==> src/rtl/pcm_tx_pkg.sv <==
package pcm_tx_pkg;
  localparam int unsigned SLOT_BITS = 8;
  localparam int unsigned GRP_CNT   = SLOT_BITS / 2;

  typedef struct packed {
    logic                conn;
    logic [GRP_CNT-1:0]  mask;
  } slot_ent_t;

  // bit k of slot goes out first for k=0, taken from byte bit (7-k)
  function automatic logic msb_first(input logic [SLOT_BITS-1:0] b,
                                     input logic [2:0] k);
    return b[3'd7 - k];
  endfunction
endpackage

==> src/rtl/pcm_slot_table.sv <==
module pcm_slot_table
  import pcm_tx_pkg::*;
#(
  parameter int unsigned NSLOT  = 32,
  parameter int unsigned SLOT_W = 5
) (
  input  logic              clk,
  input  logic              rst_n,
  input  logic              we,
  input  logic [SLOT_W-1:0] waddr,
  input  slot_ent_t         wdata,
  input  logic [SLOT_W-1:0] raddr,
  output slot_ent_t         rdata
);
  slot_ent_t mem_q [NSLOT];

  always_ff @(posedge clk or negedge rst_n) begin
    if (!rst_n) begin
      for (int i = 0; i < NSLOT; i++) mem_q[i] <= '0;
    end else if (we) begin
      mem_q[waddr] <= wdata;
    end
  end

  assign rdata = mem_q[raddr];
endmodule

==> src/rtl/pcm_stby_ctl.sv <==
module pcm_stby_ctl (
  input  logic clk,
  input  logic rst_n,
  input  logic stby_on,
  input  logic stby_off,
  output logic stby_act
);
  logic stby_d, stby_q;

  always_comb begin
    stby_d = stby_q;
    if (stby_on)       stby_d = 1'b1;
    else if (stby_off) stby_d = 1'b0;
  end

  always_ff @(posedge clk or negedge rst_n) begin
    if (!rst_n) stby_q <= 1'b1;
    else        stby_q <= stby_d;
  end

  assign stby_act = stby_q;
endmodule

==> src/rtl/pcm_port_lane.sv <==
module pcm_port_lane
  import pcm_tx_pkg::*;
(
  input  logic                 clk,
  input  logic                 rst_n,
  input  logic                 bit_adv,
  input  logic [2:0]           bit_idx,
  input  logic                 stby_act,
  input  slot_ent_t            ent,
  input  logic [SLOT_BITS-1:0] sw_byte,
  input  logic [SLOT_BITS-1:0] idle_pat,
  output logic                 txd,
  output logic                 txd_oe,
  output logic                 tsc_n
);
  logic d_nxt, oe_nxt;
  logic d_q, oe_q, tsc_q;

  always_comb begin
    d_nxt  = 1'b0;
    oe_nxt = 1'b0;
    if (!stby_act) begin
      if (ent.conn) begin
        oe_nxt = 1'b1;
        d_nxt  = msb_first(sw_byte, bit_idx);
      end else if (ent.mask[bit_idx[2:1]]) begin
        oe_nxt = 1'b1;
        d_nxt  = msb_first(idle_pat, bit_idx);
      end
    end
  end

  always_ff @(posedge clk or negedge rst_n) begin
    if (!rst_n) begin
      d_q   <= 1'b0;
      oe_q  <= 1'b0;
      tsc_q <= 1'b1;
    end else if (bit_adv) begin
      d_q   <= d_nxt;
      oe_q  <= oe_nxt;
      tsc_q <= ~oe_nxt;
    end
  end

  assign txd    = d_q;
  assign txd_oe = oe_q;
  assign tsc_n  = tsc_q;
endmodule

==> src/rtl/pcm_tx_drive.sv <==
module pcm_tx_drive
  import pcm_tx_pkg::*;
#(
  parameter int unsigned NPORT  = 4,
  parameter int unsigned NSLOT  = 32,
  localparam int unsigned PORT_W = (NPORT > 1) ? $clog2(NPORT) : 1,
  localparam int unsigned SLOT_W = (NSLOT > 1) ? $clog2(NSLOT) : 1
) (
  input  logic                   clk,
  input  logic                   rst_n,
  input  logic                   cfg_we,
  input  logic [PORT_W-1:0]      cfg_port,
  input  logic [SLOT_W-1:0]      cfg_slot,
  input  logic                   cfg_conn,
  input  logic [3:0]             cfg_mask,
  input  logic [7:0]             idle_pat,
  input  logic                   stby_on,
  input  logic                   stby_off,
  input  logic                   bit_adv,
  input  logic [2:0]             bit_idx,
  input  logic [SLOT_W-1:0]      slot_idx,
  input  logic [NPORT*8-1:0]     sw_data,
  output logic [NPORT-1:0]       txd,
  output logic [NPORT-1:0]       txd_oe,
  output logic [NPORT-1:0]       tsc_n
);
  logic [1:0] rst_sh_q;
  logic       rst_sync_n;
  logic       stby_act;
  slot_ent_t  wr_ent;

  always_ff @(posedge clk or negedge rst_n) begin
    if (!rst_n) rst_sh_q <= 2'b00;
    else        rst_sh_q <= {rst_sh_q[0], 1'b1};
  end
  assign rst_sync_n = rst_sh_q[1];

  assign wr_ent = '{conn: cfg_conn, mask: cfg_mask};

  pcm_stby_ctl u_stby (
    .clk      (clk),
    .rst_n    (rst_sync_n),
    .stby_on  (stby_on),
    .stby_off (stby_off),
    .stby_act (stby_act)
  );

  for (genvar p = 0; p < NPORT; p++) begin : g_port
    slot_ent_t rd_ent;
    logic      port_we;

    assign port_we = cfg_we && (cfg_port == PORT_W'(p));

    pcm_slot_table #(.NSLOT(NSLOT), .SLOT_W(SLOT_W)) u_tab (
      .clk   (clk),
      .rst_n (rst_sync_n),
      .we    (port_we),
      .waddr (cfg_slot),
      .wdata (wr_ent),
      .raddr (slot_idx),
      .rdata (rd_ent)
    );

    pcm_port_lane u_lane (
      .clk      (clk),
      .rst_n    (rst_sync_n),
      .bit_adv  (bit_adv),
      .bit_idx  (bit_idx),
      .stby_act (stby_act),
      .ent      (rd_ent),
      .sw_byte  (sw_data[p*8 +: 8]),
      .idle_pat (idle_pat),
      .txd      (txd[p]),
      .txd_oe   (txd_oe[p]),
      .tsc_n    (tsc_n[p])
    );
  end
endmodule

==> config.mk <==
export PLATFORM = sky130hd
export DESIGN_NAME = pcm_tx_drive
export DESIGN_NICKNAME = d
export VERILOG_FILES = /design/src/rtl/pcm_tx_pkg.sv /design/src/rtl/pcm_slot_table.sv /design/src/rtl/pcm_stby_ctl.sv /design/src/rtl/pcm_port_lane.sv /design/src/rtl/pcm_tx_drive.sv
export SDC_FILE = /design/constraint.sdc
export NUM_CORES = 1
export LEC_CHECK = 0
export CORE_MARGIN = 1.5
export CORE_UTILIZATION = 47
export DETAILED_ROUTE_END_ITERATION = 7
export PLACE_DENSITY = 0.61
export SYNTH_ARGS = -nofsm -noshare
export SYNTH_HDL_FRONTEND = slang
export SYNTH_SLANG_ARGS = --single-unit
export TNS_END_PERCENT = 1
==> constraint.sdc <==
create_clock -name clk -period 26 [get_ports clk]
set_clock_uncertainty 0.1 [all_clocks]
set_input_delay 5.2 -clock clk [delete_from_list [all_inputs] [get_ports clk]]
set_output_delay 5.2 -clock clk [all_outputs]
set_load 0.02 [all_outputs]
==> metrics, run 1 <==
Critical Path Sink Type=flop; register bit total from synthesis=~660; maximum clock rate=112 MHz; Sw Pwr=589 uW; depth of the worst register-to-register path=2; Internal=roughly 1800 uW; Die ar.=67,200 um^2; Power Density=70.1 nW/um^2; cts repair resizes=0; CP Class=input pin to flop; Slew HR=between 15 and 20%; hold wc startpoint=rst_sh_q[0]$_DFF_PN0_; DIE WIDTH=between 200 and 300 um; final setup TNS=0 ns; hold path depth=0; first-pass GRT wire length=132,000 um; max_cap viols=0; reg2reg start=rst_sh_q[1]$_DFF_PN0_; CTS max path bufs=3; vias in the first global route=19,700; Max IR drop VDD=about 46 uV; FFs w/ async S/R, synth=100%; Die Y=259 um; CTS Root Cell=clkbuf_16; synthesized area per cell=roughly 15 um^2; Logic pwr share=between 10% and 20%; Static Leak=0.0160 uW; layout cells sized above 1=a little over two fifths; Worst-Margin Slew=approximately 1.2 ns; Tot GR Track Use=26.7%; TritonCTS clock tree=yes; Final Max Slew Viols=0; synthesized instance count=roughly 2,100; most frequent cells in the layout=dfrtp_1, mux2_2, mux4_2, nand2_1, nor2_1; outcome=complete, no violations; drt pass-1 iters=5; Min-Delay Path Class=flop to flop; clock slew at reported path FFs=0.06 ns; Place WS=16.48 ns; fillcell total=roughly 5,400; GR Overflow Total=0; core area=about 65,000 um^2; Post-CTS Hold Fix Bufs=0; Initial Util=around 48%; Synth Warn #=0; H-tree Lvls=3; Remaining DRCs=0; initial antenna violation count=2; crit path max fanout=78; clk_lat worst skew=~0.62 ns; DRC marker count from the first detailed-route iteration=about 1,400; syn nets=~2,200; Reg power frac=between 40 and 50%; post-layout min period=between 8 and 9 ns; DP Wirelength=56,800 um; RSZ-0062 raised after global routing=no; final setup fails=0; final worst slack=about 17 ns; top cell type's share of synthesized area=about 53%; Cell Area, Placed=32,000 um^2; Yosys cell types=60; Post-CTS Setup Bufs=0; worst path arrival time=between 9 and 10 ns; I/O pins=~80; Placer Congestion=approximately 0.85; wire per inst=roughly 29 um; register area share after synthesis=53.1%; Placed Cells incl. Taps=just under 3,000; top cells by area, synth=dfrtp_1, mux2_2, mux4_2, mux2i_1, nand2_1; clock group share of total power=a little over two fifths; final wirelength=just under 90,000 um; Area Overhead vs Synth=11.3%; Net Sw Frac=around 24%; Final Cycle Share=34.2%; leading area contributor after synthesis=dfrtp_1; Primary FF master, synth=dfrtp_1; Worst setup SP type=input pin; Non-Filler Instances=between 3,000 and 4,000; largest net degree at the start of global routing=between 150 and 200; Worst R2R End=g_port[3].u_tab.mem_q[48]$_DFFE_PN0P_; synthesized area=between 30,000 and 40,000 um^2; final non-filler cell area=about 34,000 um^2; Via density=~6.2; Inserted Clock Buffers=between 70 and 80; CP required=roughly 26 ns; most common cell after layout, fill and taps aside=dfrtp_1; final hold violations=0; Worst Hold Endpoint=rst_sh_q[1]$_DFF_PN0_; Final ANT Viol Nets=0; num rows=93; via count=~19,000; final net count=roughly 2,200; Post-synth EDFFs=0; reg-to-reg slack, setup=22.96 ns; IO buf count=a little under 80; clk sinks=between 600 and 700
## Yosys cell counts, types with 16 or more instances
library cell,instances
a22oi_1,35
buf_2,18
buf_4,27
buf_6,16
clkbuf_1,98
dfrtp_1,650
mux2_2,642
mux2i_1,92
mux4_2,132
nand2_1,105
nand3_1,30
nor2_1,99
## cell families (layout without fill, tap and decap cells)
family	Yosys count	in the layout	share of synthesized area, %
other cells	1	2	0.0122
mux	874	874	36.7
buf+inv	172	239	2.97
compound gates	117	117	2.81
flops	655	655	53.1
simple gates	303	303	4.38
## registers in the layout, indices dropped and copies added (netlist names)
| register | count |
|---|---|
| g_port.u_lane.tsc_n | 4 |
| rst_sh_q | 2 |
| u_stby.stby_act | 1 |
| g_port.u_lane.txd_oe | 4 |
| g_port.u_lane.txd | 4 |
| g_port.u_tab.mem_q | 640 |
## power groups by stage
stage | clock network [uW] | registers [uW] | logic (uW)
global route | 1060 | 1160 | 276
detailed placement | 0 | 1170 | 258
global placement | 0 | 1160 | 251
CTS | 1020 | 1150 | 259
floorplan | 0 | 1160 | 179
finish | 1000 | 1150 | 257
## worst max-delay path, cell delays in order
cell and delay [ns]:
clkbuf_8 0.62, buf_4 0.69, buf_4 0.78, mux4_2 0.61, a22oi_1 0.29, a21oi_1 0.12
a211o_1 0.34, o41ai_2 0.08, nor3_1 0.13, a211o_1 0.31
## per-stage QoR
step / util, % / hold WS [ns] / total power (uW)
floorplan: - / 0.231 / 1340
global placement: 49.5 / 0.239 / 1410
detailed placement: 49.5 / 0.242 / 1420
CTS: 53.1 / 0.255 / 2430
global route: 53.1 / 0.277 / 2500
finish: 53.1 / 0.252 / 2410
## routing by layer
metal | wire, um | part of all wire (%) | global-route usage (%) | vias up
li1 | - | - | - | 7878
met1 | 38600 | 44 | 37.7 | 10100
met2 | 40800 | 47 | 42.0 | 633
met3 | 5680 | 6.5 | 4.91 | 135
met4 | 2470 | 2.8 | 8.80 | 2
met5 | 7 | 0.0080 | 0 | -
## how the worst max path moves through the flow
stage                               start  slack (ns)  cells after the start                                   to
finish                        slot_idx[2]       17.11                     10  g_port[2].u_lane.txd_oe$_DFFE_PN0P_
floorplan           rst_sh_q[1]$_DFF_PN0_        6.30                      0     g_port[0].u_lane.txd$_DFFE_PN0P_
global placement              slot_idx[2]       16.55                     10  g_port[2].u_lane.txd_oe$_DFFE_PN0P_
global route                  slot_idx[2]       16.94                     10  g_port[2].u_lane.txd_oe$_DFFE_PN0P_
CTS                           slot_idx[2]       17.13                     10  g_port[2].u_lane.txd_oe$_DFFE_PN0P_
detailed placement            slot_idx[2]       16.48                     10  g_port[2].u_lane.txd_oe$_DFFE_PN0P_
## final cells by class
cell class	instances	area, um^2	share of cell area [%]
Clock inverter	18	158	0.459
Sequential cell	655	16400	47.8
Timing Repair Buffer	103	971	2.83
Clock buffer	109	2130	6.21
Tap cell	855	1070	3.12
Inverter	9	33.8	0.0984
Antenna cell	1	2.50	0.00729
Multi-Input combinational cell	1295	13600	39.5
(Power assumes the default switching activity.)
==> run 2, diff against run 1 <==
==> constraint.sdc (replaced) <==
create_clock -name clk -period 8.6 [get_ports clk]
set_clock_uncertainty 0.1 [all_clocks]
set_input_delay 1.72 -clock clk [delete_from_list [all_inputs] [get_ports clk]]
set_output_delay 1.72 -clock clk [all_outputs]
set_load 0.02 [all_outputs]
==> metrics, run 2 (synthesis gave the netlist of run 1 again) <==
Post-CTS Hold Fix Bufs=0; Cell Area, Placed=around 32,000 um^2; largest net degree at the start of global routing=173; layout cells sized above 1=a little over two fifths; final non-filler cell area=~34,000 um^2; Worst-Margin Slew=around 1.3 ns; core area=about 65,000 um^2; Remaining DRCs=0; Power Density=roughly 220 nW/um^2; Area Overhead vs Synth=11.7%; cts repair resizes=0; DP Wirelength=57,600 um; fillcell total=~5,400; Slew HR=15.4%; initial antenna violation count=4; Initial Util=~48%; Max IR drop VDD=about 130 uV; most common cell after layout, fill and taps aside=dfrtp_1; diode count=0; CTS Root Cell=clkbuf_16; vias in the first global route=~20,000; Final ANT Viol Nets=0; wire length on met2=approximately 40,000 um; clk sinks=655; RSZ-0062 raised after global routing=no; crit path max fanout=43; DRC marker count from the first detailed-route iteration=about 1,700; most flop-heavy register=g_port.u_tab.mem_q; Via density=~6.2; final setup TNS=0 ns; Largest register FFs=between 600 and 700; I/O pins=between 70 and 80; Final Max Slew Viols=0; Inserted Clock Buffers=between 70 and 80; DIE WIDTH=approximately 260 um; Die ar.=between 60,000 and 70,000 um^2; wire per inst=roughly 29 um; clock slew at reported path FFs=0.06 ns; top sig layer=met5; TritonCTS clock tree=yes; M1 WL=around 38,000 um; drt pass-1 iters=5; Tot GR Track Use=27.1%; Post-CTS Setup Bufs=0; IO buf count=77; first-pass GRT wire length=between 100,000 and 150,000 um; CTS max path bufs=3; CP required=about 9 ns; met3 WL=7400 um; outcome=complete, no violations; Placer Congestion=slightly above 0.9; final hold violations=0; max_cap viols=0; clk_lat worst skew=0.62 ns; num rows=93; CP Class=input pin to flop; Final Cycle Share=56.4%; H-tree Lvls=3; Worst setup SP type=input pin; Critical Path Sink Type=flop; maximum clock rate=roughly 210 MHz; final wirelength=~89,000 um; Die Y=259 um; final setup fails=0; Min-Delay Path Class=flop to asynchronous set/reset pin; most frequent cells in the layout=dfrtp_1, mux2_2, mux4_2, nand2_1, nor2_1; GR Overflow Total=0; final net count=~2,200; via count=around 19,000; worst path arrival time=roughly 5.3 ns; Static Leak=0.0161 uW; post-layout min period=between 4 and 5 ns
==> run 2: worst max-delay path: stages <==
cell and delay (ns):
buf_4 0.63, buf_4 0.71, nand2_1 0.71, o221ai_1 0.48
o22ai_1 0.14, o21ai_0 0.28, a21boi_1 0.11, nor4_1 0.35
nor2_1 0.11
==> run 2: final timing paths <==
| path | startpoint | to | slack (ns) | cells past startpoint |
|---|---|---|---|---|
| hold reg to reg | rst_sh_q[1]$_DFF_PN0_ | g_port[2].u_tab.mem_q[63]$_DFFE_PN0P_ | 0.09 | 0 |
| min in group clk | rst_sh_q[0]$_DFF_PN0_ | rst_sh_q[1]$_DFF_PN0_ | 0.25 | 0 |
| setup reg to reg | rst_sh_q[1]$_DFF_PN0_ | g_port[1].u_tab.mem_q[159]$_DFFE_PN0P_ | 6.13 | 2 |
| hold / removal | rst_sh_q[1]$_DFF_PN0_ | g_port[2].u_tab.mem_q[63]$_DFFE_PN0P_ | 0.09 | 0 |
| setup / recovery | slot_idx[1] | g_port[3].u_lane.tsc_n$_DFFE_PN1P_ | 3.75 | 9 |
| max in group asynchronous | rst_sh_q[1]$_DFF_PN0_ | g_port[1].u_tab.mem_q[159]$_DFFE_PN0P_ | 6.13 | 2 |
==> run 2: layout make-up <==
cell class                      count  area, um^2  share of cell area (%)
Sequential cell                   655       16400                    47.6
Clock inverter                     20         216                   0.628
Multi-Input combinational cell   1295       13600                    39.4
Tap cell                          855        1070                    3.10
Timing Repair Buffer              103         971                    2.82
Clock buffer                      113        2200                    6.38
Inverter                            9        33.8                  0.0980
==> run 2: routing by layer <==
metal  track usage [%]  vias up
met1              37.1    10000
met4              11.4        8
li1                  -     7890
met5                 0        -
met2              41.0      712
met3              7.13      200
==> run 2: power breakdown <==
part	internal [uW]	total (uW)	switching, uW
clock	1880	3150	1270
sequential	3340	3460	129
combinational	387	795	408
==> run 2: through the flow <==
step                      total power (uW)  utilization (%)  hold WS [ns]  std cells  setup slack (ns)
after floorplan                       4050                -         0.231       2122              2.16
after global placement                4280             49.5        0.0943       2917              3.48
after detailed placement              4310             49.5        0.0941       2917              3.28
after CTS                             7470             53.3         0.105       3050              3.90
after global routing                  7690             53.3         0.116       3050              3.73
final                                 7410             53.3        0.0900       3050              3.75
